--- src/rtl/brd_pkg.sv ---
package brd_pkg;
  typedef enum logic [1:0] {ST_IDLE, ST_WAIT, ST_DATA, ST_STAT} brd_state_e;

  localparam logic [15:0] WORD_SEED = 16'hC3A5;
  localparam logic [7:0]  STAT_TAG  = 8'hB0;

  // behavioural array content: fold the address in 16-bit slices
  function automatic logic [15:0] fold_word(input logic [63:0] a);
    return a[15:0] ^ a[31:16] ^ a[47:32] ^ a[63:48] ^ WORD_SEED;
  endfunction

  // initial latency setting, floor of two clocks
  function automatic logic [2:0] clamp_lat(input logic [2:0] c);
    return (c < 3'd2) ? 3'd2 : c;
  endfunction
endpackage

--- src/rtl/brd_wait_ctr.sv ---
module brd_wait_ctr #(
  parameter int CNT_W = 3
) (
  input  logic             clk,
  input  logic             rst_n,
  input  logic             load,
  input  logic [CNT_W-1:0] load_val,
  input  logic             tick,
  output logic             last
);
  logic [CNT_W-1:0] cnt;

  always_ff @(posedge clk or negedge rst_n) begin
    if (!rst_n)                         cnt <= '0;
    else if (load)                      cnt <= load_val;
    else if (tick && cnt > CNT_W'(1))   cnt <= cnt - CNT_W'(1);
  end

  assign last = (cnt == CNT_W'(1));
endmodule

--- src/rtl/brd_addr_step.sv ---
module brd_addr_step #(
  parameter int ADDR_W     = 23,
  parameter int LINE_WORDS = 128,
  parameter int BANK_BITS  = 4
) (
  input  logic [ADDR_W-1:0]    cur,
  output logic [ADDR_W-1:0]    nxt,
  output logic                 line_cross,
  output logic                 wrap,
  output logic [BANK_BITS-1:0] nxt_bank
);
  localparam int LINE_BITS = $clog2(LINE_WORDS);

  assign nxt        = cur + ADDR_W'(1);
  assign line_cross = (nxt[LINE_BITS-1:0] == '0);
  assign wrap       = (cur == {ADDR_W{1'b1}});
  assign nxt_bank   = nxt[ADDR_W-1 -: BANK_BITS];
endmodule

--- src/rtl/burst_read_engine.sv ---
module burst_read_engine
  import brd_pkg::*;
#(
  parameter int ADDR_W     = 23,
  parameter int NBANKS     = 16,
  parameter int LINE_WORDS = 128,
  parameter int BND_PEN    = 2
) (
  input  logic              clk,
  input  logic              rst_n,
  input  logic              ce_n,
  input  logic              avd_n,
  input  logic [ADDR_W-1:0] addr,
  input  logic [2:0]        lat_cfg,
  input  logic [NBANKS-1:0] bank_busy,
  output logic [15:0]       dout,
  output logic              rdy,
  output logic              stat
);
  localparam int BANK_BITS = (NBANKS > 1) ? $clog2(NBANKS) : 1;
  localparam int PEN_BITS  = $clog2(BND_PEN + 1);
  localparam int CNT_W     = (PEN_BITS > 3) ? PEN_BITS : 3;
  localparam bit HAS_PEN   = (BND_PEN > 0);

  brd_state_e           state;
  logic [ADDR_W-1:0]    cur_addr;
  logic [BANK_BITS-1:0] stat_bank;

  logic [ADDR_W-1:0]    nxt_addr;
  logic                 line_cross;
  logic                 ev_wrap;
  logic [BANK_BITS-1:0] nxt_bank;
  logic [BANK_BITS-1:0] start_bank;
  logic                 start_busy;
  logic                 ctr_last;
  logic                 ctr_load;
  logic [CNT_W-1:0]     ctr_val;

  // named events for the checker
  logic ev_take;        // address strobe accepted
  logic ev_latch;       // accepted and bank free: latency starts
  logic ev_step;        // data word advances
  logic ev_busy_hit;    // next word lies in a busy bank
  logic ev_cross_stall; // line crossing with stall cycles

  brd_addr_step #(
    .ADDR_W(ADDR_W), .LINE_WORDS(LINE_WORDS), .BANK_BITS(BANK_BITS)
  ) u_step (
    .cur(cur_addr), .nxt(nxt_addr), .line_cross(line_cross),
    .wrap(ev_wrap), .nxt_bank(nxt_bank)
  );

  assign start_bank     = addr[ADDR_W-1 -: BANK_BITS];
  assign start_busy     = bank_busy[start_bank];
  assign ev_take        = !ce_n && !avd_n;
  assign ev_latch       = ev_take && !start_busy;
  assign ev_step        = !ce_n && avd_n && (state == ST_DATA);
  assign ev_busy_hit    = ev_step && bank_busy[nxt_bank];
  assign ev_cross_stall = ev_step && !bank_busy[nxt_bank] && line_cross && HAS_PEN;

  assign ctr_load = ev_latch || ev_cross_stall;
  assign ctr_val  = ev_latch ? CNT_W'(clamp_lat(lat_cfg)) : CNT_W'(BND_PEN);

  brd_wait_ctr #(.CNT_W(CNT_W)) u_wait (
    .clk(clk), .rst_n(rst_n), .load(ctr_load), .load_val(ctr_val),
    .tick(state == ST_WAIT), .last(ctr_last)
  );

  always_ff @(posedge clk or negedge rst_n) begin
    if (!rst_n) begin
      state     <= ST_IDLE;
      cur_addr  <= '0;
      stat_bank <= '0;
    end else if (ce_n) begin
      state <= ST_IDLE;
    end else if (!avd_n) begin
      cur_addr <= addr;
      if (start_busy) begin
        state     <= ST_STAT;
        stat_bank <= start_bank;
      end else begin
        state <= ST_WAIT;
      end
    end else begin
      case (state)
        ST_WAIT: if (ctr_last) state <= ST_DATA;
        ST_DATA: begin
          cur_addr <= nxt_addr;
          if (ev_busy_hit) begin
            state     <= ST_STAT;
            stat_bank <= nxt_bank;
          end else if (ev_cross_stall) begin
            state <= ST_WAIT;
          end
        end
        default: state <= state; // idle and status hold until a new strobe
      endcase
    end
  end

  assign rdy  = (state == ST_DATA);
  assign stat = (state == ST_STAT);

  always_comb begin
    if (rdy)       dout = fold_word(64'(cur_addr));
    else if (stat) dout = {STAT_TAG, 8'(stat_bank)};
    else           dout = '0;
  end
endmodule

--- config.mk ---
export PLATFORM = sky130hd
export DESIGN_NAME = burst_read_engine
export DESIGN_NICKNAME = d
export VERILOG_FILES = /design/src/rtl/brd_pkg.sv /design/src/rtl/brd_wait_ctr.sv /design/src/rtl/brd_addr_step.sv /design/src/rtl/burst_read_engine.sv
export SDC_FILE = /design/constraint.sdc
export NUM_CORES = 1
export LEC_CHECK = 0
export BUFFER_PORTS_ARGS = -buffer_cell sky130_fd_sc_hd__clkbuf_2
export CAP_MARGIN = 40
export CORE_MARGIN = 2
export CORE_UTILIZATION = 50
export DETAILED_ROUTE_END_ITERATION = 8
export PLACE_DENSITY = 0.87
export SLEW_MARGIN = 10
export SYNTH_ARGS = -nofsm -noshare
export SYNTH_HDL_FRONTEND = slang
export SYNTH_HIERARCHICAL = 1
export SYNTH_SLANG_ARGS = --single-unit
--- constraint.sdc ---
create_clock -name clk -period 3.22 [get_ports clk]
set_input_delay 0.322 -clock clk [delete_from_list [all_inputs] [get_ports clk]]
set_output_delay 0.322 -clock clk [all_outputs]
set_load 0.02 [all_outputs]
# Yosys cells after proc, flatten, opt, wreduce, memory -nomap -nowiden
# Index checks and enable logic that the tools add are counted.
[totals] regBits=32 input_bits=46 output_inout_bits=18 wordCells=64
[classes] add_sub_neg=2 magnitude_cmp=4 eq_ne=9 n_mux=23 n_bitwise=3 n_reduce_logical=19
[ops] op="23-bit 2-to-1 mux" n=2
[ops] op="16-bit 2-to-1 mux" n=2
[ops] op="23-bit by 1-bit adder with 23-bit output (second input constant)" n=1
[ops] op="4-bit 2-to-1 mux" n=4
[ops] op="16-bit by 7-bit XOR with 16-bit output" n=1
[ops] op="2-bit 2-to-1 mux" n=6
[ops] op="3-bit 2-to-1 mux" n=4
[ops] op="4-bit by 5-bit less-than comparator with 1-bit output (second input constant)" n=2
[ops] op="1-bit binary-select mux with 4-bit select" n=2
[ops] op="1-bit logical AND" n=8
[ops] op="8-bit inverter" n=1
[ops] op="7-bit logical NOT" n=1
[ops] op="5-bit by 3-bit != test with 1-bit output (second input constant)" n=1
[ops] op="2-bit equality test (second input constant)" n=2
[ops] op="1-bit logical NOT" n=4
[ops] op="2-bit by 1-bit != test with 1-bit output (second input constant)" n=2
[ops] op="4-bit by 2-bit != test with 1-bit output (second input constant)" n=1
[ops] op="4-bit != test (second input constant)" n=1
[ops] op="2-bit case mux with 2 select lines" n=1
[ops] op="4-bit AND reduction" n=1
[ops] op="2-bit nonzero test" n=2
[ops] op="3-bit by 1-bit equality test with 1-bit output (second input constant)" n=1
[ops] op="3-bit by 1-bit > comparator with 1-bit output (second input constant)" n=1
[ops] op="3-bit by 2-bit less-than comparator with 1-bit output (second input constant)" n=1
[ops] op="7 further kinds" n=8

# Depth between registers and ports, before layout
# Gate-level depths: netlist (run 1).
[logic_depth] ltp_word=11 depth_mapped=15 depth_no_buf=13

# Modules after synthesis
# Netlist (run 1), hierarchy kept.
[by_module_without_submodules] mod="burst_read_engine" n_inst=1 cells_per_inst=204 area_per_inst_um2=2003.2 seq_area_each_um2=725.7
[by_module_without_submodules] mod="brd_addr_step" n_inst=1 cells_per_inst=77 area_per_inst_um2=548.0 seq_area_each_um2=0.0
[by_module_without_submodules] mod="brd_wait_ctr" n_inst=1 cells_per_inst=24 area_per_inst_um2=222.7 seq_area_each_um2=75.1

# Least setup slack after synthesis (run 1)
# No wires, ideal clock.
[synth_path] path_type="flip-flop to flip-flop" startpoint="register cur_addr[0]" endpoint="register u_wait.cnt[0]" setup_ns=0.147 arrival_ns=2.858 required_time_ns=3.073 slack_ns=0.215 stages_incl_launch_ff=16 n_path_buf=3 synth_period_minus_slack_ns=3.005 cell_sequence="dfrtp_1 nand2_1 or3_1 buf_6 nor3_2 xor2_1 buf_4 buf_6 mux4_2 nor2_1 nor2_1 nor2_4 a31o_1 nor2_1 o211ai_1 o311ai_0"
[synth_via] elab_chain_len=8 word_cells_on_any_way=10 classes_between="add/sub (1); mux (3); reduce/logical (6)"
[synth_rtl] element="from (decl)" line="burst_read_engine.sv:26" text="logic [ADDR_W-1:0] cur_addr;"
[synth_rtl] element="from (signal assigned)" line="burst_read_engine.sv:77" text="cur_addr <= addr;"
[synth_rtl] element="from (signal assigned)" line="burst_read_engine.sv:88" text="cur_addr <= nxt_addr;"
[synth_rtl] element="23-bit by 1-bit adder with 23-bit output *" line="brd_addr_step.sv:14" text="assign nxt = cur + ADDR_W'(1);"
[synth_rtl] element="named net nxt_addr[19]" line="burst_read_engine.sv:29" text="logic [ADDR_W-1:0] nxt_addr;"
[synth_rtl] element="1-bit binary-select mux with 4-bit select *" line="burst_read_engine.sv:59" text="assign ev_cross_stall = ev_step && !bank_busy[nxt_bank] && line_cross && HAS_PEN;"
[synth_rtl] element="1-bit 2-to-1 mux (implied by the code) *" line="burst_read_engine.sv:59"
[synth_rtl] element="1-bit logical NOT *" line="burst_read_engine.sv:59"
[synth_rtl] element="1-bit logical AND * (2 in a row)" line="burst_read_engine.sv:59"
[synth_rtl] element="1-bit logical OR *" line="burst_read_engine.sv:61" text="assign ctr_load = ev_latch || ev_cross_stall;"
[synth_rtl] element="named net ctr_load" line="burst_read_engine.sv:36" text="logic ctr_load;"
[synth_rtl] element="3-bit 2-to-1 mux or 2-bit nonzero test (tied branches)"
[synth_rtl] element="to (signal assigned)" line="brd_wait_ctr.sv:15" text="else if (load) cnt <= load_val;"
[synth_rtl] element="to (signal assigned)" line="brd_wait_ctr.sv:16" text="else if (tick && cnt > CNT_W'(1)) cnt <= cnt - CNT_W'(1);"
[synth_rtl] element="to (decl)" line="brd_wait_ctr.sv:11" text="logic [CNT_W-1:0] cnt;"
# The timed path passes the listed nets; every way through them passes the cells marked *. The select of a mux whose other input is x is not followed.
# A chain may end at the register's enable or synchronous reset.

# Worst setup path in the final report (run 1)
[layout_path] startpoint="register cur_addr[7]" endpoint="register u_wait.cnt[1]"
# Same word-level chain as after synthesis.

==> results.cfg, run 1 <==
[pwr]
clock_power_share_pct = 17.4
cellLeakagePower_nw = 1.56
power_frac_seq_pct = 31.3
net-switching-power_w = 0.000948
share_comb_of_total_power_pct = 51.3
design_power_total_w = 0.00225
ir_drop_uv = 419
switching_share_pct = 42.1
power_density_nw_per_um2 = 677
internal_power_w = 0.00130

[layout]
diodes = 0
postLayoutCoreUtil_pct = 61.1
final_net_count = 424
layout-drive-gt1-share_pct = 34.4
synthToLayoutAreaGrowth_pct = 20.0

[sta]
worst_pin_slew_ps = 836
final_min_period_over_clock_period_pct = 93.1
worst_slew_slack_as_a_fraction_of_its_limit_pct = 44.3
fmax_mhz = 333
min_period_ps = 3000
timing_hold_violations_final = 0
fin_ws_ps = 221
maxSlewViolCount = 0
clock-skew-final_ps = 5.48
finalSetupViolations = 0

[placement]
dp_worst_setup_slack_ps = 34.7
detailed_place_hpwl_mm = 5.08
finalWeightedCongestion = 0.835
port_buffers = 63

[synthesis]
ys.warnings.count = 6
syn_inst_count = 304
net_count_of_the_mapped_netlist = 357
synthesized_area_divided_by_synthesized_cell_count_um2 = 9.10
syn-cell-area_um2 = 2770

[clocking]
clk_pin_slew_ps = 70
tritoncts = done
cts.hold.buffers_added = 0
cts.root.buffer_cell = sky130_fd_sc_hd__clkbuf_8
cts_bufs_inserted = 5
cts_max_level = 2
insertion_delay_ps = 290
cts.sink_count = 32
clock_tree.buffer_depth = 2

[grt]
grt_pass1_vias = 2457
grt_start_max_net_pins = 33
grt_antenna_before_repair = 0
globalRoute.totalOverflow = 0
grt_first_pass_wirelength_mm = 11.3
globalRouteTotalUtil_pct = 23.2

[critical_path]
critPathLaunchType = register
worst_setup_path_end_kind = register
critical-path-top-delay-family = simple AND/OR/NAND/NOR gates
critical_setup_path_class = register to register
critPathSlowestCell = sky130_fd_sc_hd__dfrtp_1
setup.reg_to_reg.worst_slack_ps = 220
cp_max_fo = 8
cp.required_ps = 3370
crit_chain = and3_1 > nand4_4 > nor3_2 > xor2_1 > buf_4 > buf_12 > mux2_2 > o221ai_1 > nor2_2 > nor2_4 > a31o_4 > nor3b_1 > o21ai_0 > o311ai_0
slowest_delay_ps = 440
critical_path.n_buffers_inverters = 2
critical_path_arrival_ps = 3150

[drt]
route.detailed.wl_per_inst_um = 15.5
wirelength_mm = 6.88
detail_route.iter0.violations = 111
detailedRoute.firstPassIterationCount = 4
overall_via_count_from_detail_route = 2405
postRouteAntennaNets = 0
avgViaCountPerCell = 5.42
drc_errors = 0

[flow_run]
maxCapViolations = 0

[run_status]
status = complete, no violations

[floorplanning]
floorplan.initialDensity_pct = 50.9
die_h_um = 78.4
row_count = 27
chipWidth_um = 78.4
ioPinCount = 64
core_area_um2 = 5440
die-area_um2 = 6150

[hold_path]
hold_path_class = primary input to asynchronous set/reset pin
[flip-flops by register name (all words and copies together) (netlist names)]
signal and count:
u_wait/cnt 3, state 2, cur_addr 23, stat_bank 4
[cells in the final DEF (no fill, tap or decap), types with 3 or more instances in the layout]
cell type	instances
sky130_fd_sc_hd__nand3_1	9
sky130_fd_sc_hd__nor3_2	7
sky130_fd_sc_hd__o21ai_0	5
sky130_fd_sc_hd__xor2_1	18
sky130_fd_sc_hd__dfrtp_1	29
sky130_fd_sc_hd__mux4_2	4
sky130_fd_sc_hd__clkbuf_8	5
sky130_fd_sc_hd__nand2_1	18
sky130_fd_sc_hd__ha_1	7
sky130_fd_sc_hd__nor2_1	46
sky130_fd_sc_hd__nor2b_1	5
sky130_fd_sc_hd__buf_4	12
sky130_fd_sc_hd__dfrtp_2	3
sky130_fd_sc_hd__xnor2_1	9
sky130_fd_sc_hd__a21oi_1	26
sky130_fd_sc_hd__and2_1	4
sky130_fd_sc_hd__nor3_1	3
sky130_fd_sc_hd__mux2_4	4
sky130_fd_sc_hd__mux2i_1	27
sky130_fd_sc_hd__inv_1	14
sky130_fd_sc_hd__mux2_2	8
sky130_fd_sc_hd__and3_1	3
sky130_fd_sc_hd__clkbuf_2	63
[through the flow]
step | cells | TNS, ps | hold slack [ps] | cell area, um^2
2_1_floorplan | 304 | 0 | 26.4 | 2770
3_3_place_gp | 434 | 0 | 446 | 3160
3_5_place_dp | 434 | 0 | 459 | 3160
4_1_cts | 442 | 0 | 139 | 3270
5_1_grt | 444 | -62.1 | 193 | 3320
6_report | 444 | 0 | 115 | 3320
[layer usage]
metal,track usage [%],up-vias,part of all wire [%]
met2,40.0,70,50
met5,0,-,0
met1,29.0,1137,42
li1,-,1184,-
met3,5.52,14,6.1
met4,6.67,0,1.9
[repair_timing]
item                       CTS  global route
setup endpoints to repair    0             8
buffers inserted             0             2
gates resized for setup      0             9
[cell type report]
cell class	instances	area (um^2)
Fill cell	479	2120
Clock inverter	2	35.0
Multi-Input combinational cell	241	1820
Sequential cell	32	805
Tap cell	72	90.1
Timing Repair Buffer	77	445
Clock buffer	6	72.6
Inverter	14	52.6
[power groups by stage]
stage	clock, W	combinational, W	sequential, W
after global routing	0.000411	0.00127	0.000726
after CTS	0.000395	0.00111	0.000701
after detailed placement	0	0.00111	0.000706
final	0.000391	0.00115	0.000705
after floorplan	0	0.000819	0.000687
after global placement	0	0.00107	0.000700
[worst reg2reg max path: cells and delay by family, from the launching register on]
| kind | cells | cell delay (ps) |
|---|---|---|
| simple gates | 6 | 960 |
| compound gates | 4 | 670 |
| flops | 1 | 440 |
| mux | 1 | 320 |
| buf+inv | 2 | 310 |
| xor+xnor | 1 | 160 |
[final timing paths]
kind / startpoint / to / depth (start not counted)
setup reg to reg: cur_addr[7]$_DFFE_PN0P_ / u_wait/cnt[1]$_DFFE_PN0P_ / 14
setup / recovery: cur_addr[7]$_DFFE_PN0P_ / u_wait/cnt[1]$_DFFE_PN0P_ / 14
hold reg to reg: stat_bank[1]$_DFFE_PN0P_ / stat_bank[1]$_DFFE_PN0P_ / 1
min in group clk: addr[8] / cur_addr[8]$_DFFE_PN0P_ / 3
hold / removal: rst_n / cur_addr[8]$_DFFE_PN0P_ / 1
max in group asynchronous: rst_n / cur_addr[15]$_DFFE_PN0P_ / 1
Note: power is estimated with default switching activity, not from simulation.
==> run 2, diff against run 1 <==
Settings changed: CORE_UTILIZATION 50 to 55, PLACE_DENSITY 0.87 to 0.9.
Clock period 3.22 ns to 3.8 ns, I/O delays scaled along.
==> run 2 against run 1 <==
Worst hold slack improved by 65 ps. Global-route usage increased by 2.4 points. Final cell count decreased by 3.6%. Clock power decreased by 35%. Routed wire length decreased by 5.9%.
==> results.cfg, run 2 (synthesized netlist as in run 1, its figures left out) <==
[floorplanning]
ioPinCount = 64
core_area_um2 = 4790
die-area_um2 = 5620
die_h_um = 74.9
floorplan.initialDensity_pct = 57.8
chipWidth_um = 74.9
row_count = 25

[layout]
final_net_count = 414
layout-drive-gt1-share_pct = 30.2
layout_common_cells = sky130_fd_sc_hd__clkbuf_2 (63), sky130_fd_sc_hd__nor2_1 (47), sky130_fd_sc_hd__dfrtp_1 (32), sky130_fd_sc_hd__mux2i_1 (27), sky130_fd_sc_hd__a21oi_1 (26)
layout.cells.most_common = sky130_fd_sc_hd__clkbuf_2
diodes = 0
synthToLayoutAreaGrowth_pct = 14.1
regMostFlops = cur_addr
top_regs = cur_addr (23), stat_bank (4), u_wait/cnt (3)
max_ffs_per_register = 23

[grt]
grt_first_pass_wirelength_mm = 10.8
grt_pass1_vias = 2386
gr-usage-met3_pct = 4.95
grt_antenna_before_repair = 0
globalRouteTotalUtil_pct = 25.6
globalRoute.totalOverflow = 0
grt_use_met1_pct = 32.2
grt_start_max_net_pins = 47
grt.met2_usage_pct = 43.3
global_route_hottest_layer = met2

[critical_path]
setup.reg_to_reg.worst_slack_ps = 440
cp_max_fo = 8
slowest_delay_ps = 560
critPathLaunchType = register
crit_chain = nand3_1 > or3_1 > nor3_2 > xor2_1 > buf_4 > mux4_2 > nor2_1 > nor2_1 > nor2_4 > a31o_1 > nor2_1 > o211ai_1 > o311ai_0
critical_path_arrival_ps = 3520
worst_setup_path_end_kind = register
regToRegEndpoint = u_wait/cnt[0]$_DFFE_PN0P_
critPathSlowestCell = sky130_fd_sc_hd__or3_1
crit-reg2reg-launch = cur_addr[2]$_DFFE_PN0P_
critical_setup_path_class = register to register
worstRegToRegCells = 13
cpMostUsedCell = sky130_fd_sc_hd__nor2_1
cp.required_ps = 3950

[sta]
maxSlewViolCount = 0
fin_ws_ps = 436
timing_hold_violations_final = 0
final_min_period_over_clock_period_pct = 88.5
worst_slew_slack_as_a_fraction_of_its_limit_pct = 44.0
clock-skew-final_ps = 5.43
worst_pin_slew_ps = 840
min_period_ps = 3360
unrepaired_setup_endpoints_after_global_routing = false
totalNegativeSetupSlack_ps = 0
fmax_mhz = 297
finalSetupViolations = 0

[drt]
detailedRoute.firstPassIterationCount = 4
route.detailed.wl_per_inst_um = 15.1
postRouteAntennaNets = 0
overall_via_count_from_detail_route = 2367
avgViaCountPerCell = 5.53
detail_route.iter0.violations = 93
drc_errors = 0
wirelength_mm = 6.47

[placement]
port_buffers = 63
dp_worst_setup_slack_ps = 464
detailed_place_hpwl_mm = 4.91
finalWeightedCongestion = 0.906

[run_status]
status = complete, no violations

[clocking]
tritoncts = done
cts_bufs_inserted = 5
insertion_delay_ps = 290
cts_max_level = 2
cts.repair_timing.setup_buffer_count = 0
clk_pin_slew_ps = 70
clock_tree.buffer_depth = 2
cts.repair.resized = 0
cts.sink_count = 32
cts.hold.buffers_added = 0
cts.root.buffer_cell = sky130_fd_sc_hd__clkbuf_8

[pwr]
ir_drop_uv = 305
power_density_nw_per_um2 = 553
cellLeakagePower_nw = 1.49

[flow_run]
maxCapViolations = 0

[hold_path]
hold_path_class = primary input to asynchronous set/reset pin
==> run 2: changes by cell type in the layout (fill, tap and decap cells not counted), moves of 2 or more <==
cell	previous run	this run
sky130_fd_sc_hd__dfrtp_2	3	0
sky130_fd_sc_hd__buf_4	12	4
sky130_fd_sc_hd__dfrtp_1	29	32
sky130_fd_sc_hd__buf_12	2	0
==> run 2: worst max path at each step <==
stage                                 start  slack [ps]                         to
floorplan           cur_addr[0]$_DFFE_PN0P_         790  u_wait/cnt[0]$_DFFE_PN0P_
global placement    cur_addr[0]$_DFFE_PN0P_         620  u_wait/cnt[0]$_DFFE_PN0P_
detailed placement  cur_addr[2]$_DFFE_PN0P_         460  u_wait/cnt[0]$_DFFE_PN0P_
CTS                 cur_addr[2]$_DFFE_PN0P_         440  u_wait/cnt[0]$_DFFE_PN0P_
global route        cur_addr[0]$_DFFE_PN0P_         170  u_wait/cnt[0]$_DFFE_PN0P_
finish              cur_addr[2]$_DFFE_PN0P_         440  u_wait/cnt[0]$_DFFE_PN0P_
==> run 2: critical path, delay by kind of cell (launching register included) <==
kind / cells / cell delay, ps
xor gates and xnor gates: 1 / 180
and+or+nand+nor: 7 / 1350
DFF: 1 / 450
muxes: 1 / 510
AOI/OAI and AO/OA: 3 / 530
buffers and inverters: 1 / 200
==> run 2: layout make-up <==
| class | count | area [um^2] |
|---|---|---|
| Clock inverter | 1 | 5.00 |
| Multi-Input combinational cell | 241 | 1800 |
| Tap cell | 67 | 83.8 |
| Timing Repair Buffer | 67 | 345 |
| Inverter | 14 | 52.6 |
| Fill cell | 408 | 1630 |
| Clock buffer | 6 | 72.6 |
| Sequential cell | 32 | 801 |
==> run 2: power by group <==
group | switching, W | internal (W) | total (W)
combinational | 0.000477 | 0.000391 | 0.000868
clock | 0.000131 | 0.000124 | 0.000255
sequential | 0.000164 | 0.000459 | 0.000622
total | 0.000771 | 0.000975 | 0.00175
==> run 2: per-stage QoR <==
stage	hold slack [ps]	cells	util, %	cell area [um^2]	total power [W]
5_1_grt	238	428	66.0	3160	0.00188
4_1_cts	196	428	66.0	3160	0.00175
3_3_place_gp	500	421	64.3	3080	0.00145
3_5_place_dp	496	421	64.3	3080	0.00149
2_1_floorplan	84.4	304	-	2770	0.00128
6_report	180	428	66.0	3160	0.00175
==> run 2: layer usage <==
metal  vias up  share of wire (%)
li1       1166                  -
met1      1108                 43
met2        87                 49
met3         6                6.5
met4         0                1.7
met5         -                  0
==> run 3, diff against run 2 <==
Settings changed: SYNTH_HIERARCHICAL 1 to unset.
==> run 3 against run 2 <==
Critical path depth down 4. Worst hold slack worse by 16 ps. First-iteration DRC count rose to 2.9 times the previous value. Sequential share of layout area down 1.5 points. Combinational power down 27%. Synthesized area up 6.5%. Critical path type unchanged. Register-to-register slack better by 240 ps. Utilization down 0.72 points. Final cell count up 14%. Largest cell class unchanged. Sequential power down 7.6%.
==> results.cfg, run 3 <==
[critical_path]
critical_path_arrival_ps = 3310
cp_max_fo = 15
critical_setup_path_class = register to register
critPathLaunchType = register
cp.required_ps = 3980
worstRegToRegCells = 9
worst_setup_path_end_kind = register

[sta]
unrepaired_setup_endpoints_after_global_routing = false
maxSlewViolCount = 0
min_period_ps = 3120
totalNegativeSetupSlack_ps = 0
worst_pin_slew_ps = 899
timing_hold_violations_final = 0
worst_slew_slack_as_a_fraction_of_its_limit_pct = 40.1
finalSetupViolations = 0
fin_ws_ps = 675
final_min_period_over_clock_period_pct = 82.2
fmax_mhz = 320
clock-skew-final_ps = 7.76

[clocking]
cts.repair_timing.setup_buffer_count = 0
cts.root.buffer_cell = sky130_fd_sc_hd__clkbuf_8
insertion_delay_ps = 300
clk_pin_slew_ps = 70
tritoncts = done
cts_max_level = 2
cts.sink_count = 32
cts_bufs_inserted = 5
clock_tree.buffer_depth = 2
cts.repair.resized = 0
cts.hold.buffers_added = 0

[synthesis]
syn-cell-area_um2 = 2950
net_count_of_the_mapped_netlist = 424
synthesized_area_divided_by_synthesized_cell_count_um2 = 7.92
synth_edf_count = 0
synth_cell_types = 60
syn_inst_count = 372
async_s_r_ff_share_synth_pct = 100
ys.warnings.count = 0
synth.cells.most_frequent = sky130_fd_sc_hd__nand2_1 (49), sky130_fd_sc_hd__dfrtp_1 (32), sky130_fd_sc_hd__a21oi_1 (30)
yosys_register_bits = 32
ys_top_cells_by_area = sky130_fd_sc_hd__dfrtp_1 (27%), sky130_fd_sc_hd__nand2_1 (6.2%), sky130_fd_sc_hd__a21oi_1 (5.1%)
synth_top_area_share_pct = 27.2
most_frequently_used_cell_type_in_the_post_synthesis_netlist = sky130_fd_sc_hd__nand2_1
sequential_to_total_area_share_from_yosys_stat_pct = 27.2
netlist.top_cell.by_area = sky130_fd_sc_hd__dfrtp_1
synth_ff_type = sky130_fd_sc_hd__dfrtp_1

[drt]
avgViaCountPerCell = 6.39
drc_errors = 0
detailedRoute.firstPassIterationCount = 5
wirelength_mm = 8.28
route.detailed.wl_per_inst_um = 16.9
overall_via_count_from_detail_route = 3133
detail_route.iter0.violations = 267
postRouteAntennaNets = 0

[hold_path]
hold_path_class = primary input to asynchronous set/reset pin

[floorplanning]
ioPinCount = 64
row_count = 26
die_h_um = 77.2
chipWidth_um = 77.2
core_area_um2 = 5140
die-area_um2 = 5960
floorplan.initialDensity_pct = 57.3

[layout]
stdcell_area_um2 = 3350
layout_common_cells = sky130_fd_sc_hd__clkbuf_2 (63), sky130_fd_sc_hd__nand2_1 (49), sky130_fd_sc_hd__dfrtp_1 (32), sky130_fd_sc_hd__a21oi_1 (30), sky130_fd_sc_hd__nor2_1 (28)
layout-drive-gt1-share_pct = 25.0
max_ffs_per_register = 23
final_net_count = 471
top_regs = cur_addr (23), stat_bank (4), u_wait.cnt (3)
regMostFlops = cur_addr
diodes = 0
layout.cells.most_common = sky130_fd_sc_hd__clkbuf_2
synthToLayoutAreaGrowth_pct = 13.8

[grt]
globalRoute.totalOverflow = 0
grt_first_pass_wirelength_mm = 13.8
grt_start_max_net_pins = 38
grt_pass1_vias = 2931
globalRouteTotalUtil_pct = 28.9
grt_antenna_before_repair = 0

[placement]
detailed_place_hpwl_mm = 6.22
place_area_um2 = 3260
dp_worst_setup_slack_ps = 721
port_buffers = 63
finalWeightedCongestion = 0.954

[flow_run]
maxCapViolations = 0

[pwr]
power_density_nw_per_um2 = 444
share_comb_of_total_power_pct = 42.7
internal_power_w = 0.000853
power_frac_seq_pct = 38.6
ir_drop_uv = 349
net-switching-power_w = 0.000637
clock_power_share_pct = 18.7
switching_share_pct = 42.7
cellLeakagePower_nw = 1.46

[run_status]
status = complete, no violations
-- run 3: worst max-delay path, cell delays in order (launching register included) --
cell and delay (ps):
sky130_fd_sc_hd__dfrtp_1 440, sky130_fd_sc_hd__ha_1 230, sky130_fd_sc_hd__nand2_1 160, sky130_fd_sc_hd__or4_4 700, sky130_fd_sc_hd__a211oi_1 300, sky130_fd_sc_hd__o22ai_1 110, sky130_fd_sc_hd__a21oi_1 290, sky130_fd_sc_hd__o211ai_2 170
sky130_fd_sc_hd__a31oi_4 290, sky130_fd_sc_hd__mux2_4 330
-- run 3: final cells by class --
class | instances | area [um^2]
Clock buffer | 6 | 82.6
Fill cell | 458 | 1790
Multi-Input combinational cell | 299 | 1970
Inverter | 13 | 48.8
Timing Repair Buffer | 68 | 353
Tap cell | 70 | 87.6
Sequential cell | 32 | 801
Clock inverter | 2 | 10.0
-- run 3: path summary, 6_finish.rpt --
| check | slack, ps | to | start |
|---|---|---|---|
| hold / removal | 160 | cur_addr[13]$_DFFE_PN0P_ | rst_n |
| max in group asynchronous | 3130 | cur_addr[16]$_DFFE_PN0P_ | rst_n |
| hold reg to reg | 530 | stat_bank[2]$_DFFE_PN0P_ | stat_bank[2]$_DFFE_PN0P_ |
| min in group clk | 300 | cur_addr[13]$_DFFE_PN0P_ | addr[13] |
| setup reg to reg | 680 | stat_bank[0]$_DFFE_PN0P_ | cur_addr[0]$_DFFE_PN0P_ |
| setup / recovery | 680 | stat_bank[0]$_DFFE_PN0P_ | cur_addr[0]$_DFFE_PN0P_ |
-- run 3: cells by family (layout without fill, tap and decap cells) --
group	after synthesis	count (layout)	synth area share (%)
AOI/OAI and AO/OA	123	123	28.2
xor gates and xnor gates	12	12	3.57
adders and majority gates	6	6	2.55
buffers and inverters	41	89	5.94
DFF	32	32	27.2
muxes	14	14	7.60
and+or+nand+nor	144	144	25.0
-- run 3: routing by layer --
metal / GRT usage [%] / share of wire [%]
met3: 5.29 / 7.1
met5: 0 / 0
met1: 37.8 / 42
met2: 48.0 / 49
met4: 9.82 / 2.0
-- run 3: power groups by stage --
| stage | clock (W) | combinational [W] | sequential, W |
|---|---|---|---|
| 2_1_floorplan | 0 | 0.000521 | 0.000495 |
| 5_1_grt | 0.000300 | 0.000703 | 0.000592 |
| 3_3_place_gp | 0 | 0.000609 | 0.000570 |
| 4_1_cts | 0.000281 | 0.000630 | 0.000571 |
| 3_5_place_dp | 0 | 0.000629 | 0.000576 |
| 6_report | 0.000279 | 0.000636 | 0.000575 |
-- run 3: through the flow --
stage          utilization, %  std cells  power, W  hold WS [ps]
2_1_floorplan               -        372   0.00102          84.4
3_3_place_gp             63.4        482   0.00118           497
5_1_grt                  65.2        490   0.00160           214
6_report                 65.2        490   0.00149           164
4_1_cts                  65.2        490   0.00148           188
3_5_place_dp             63.4        482   0.00120           510
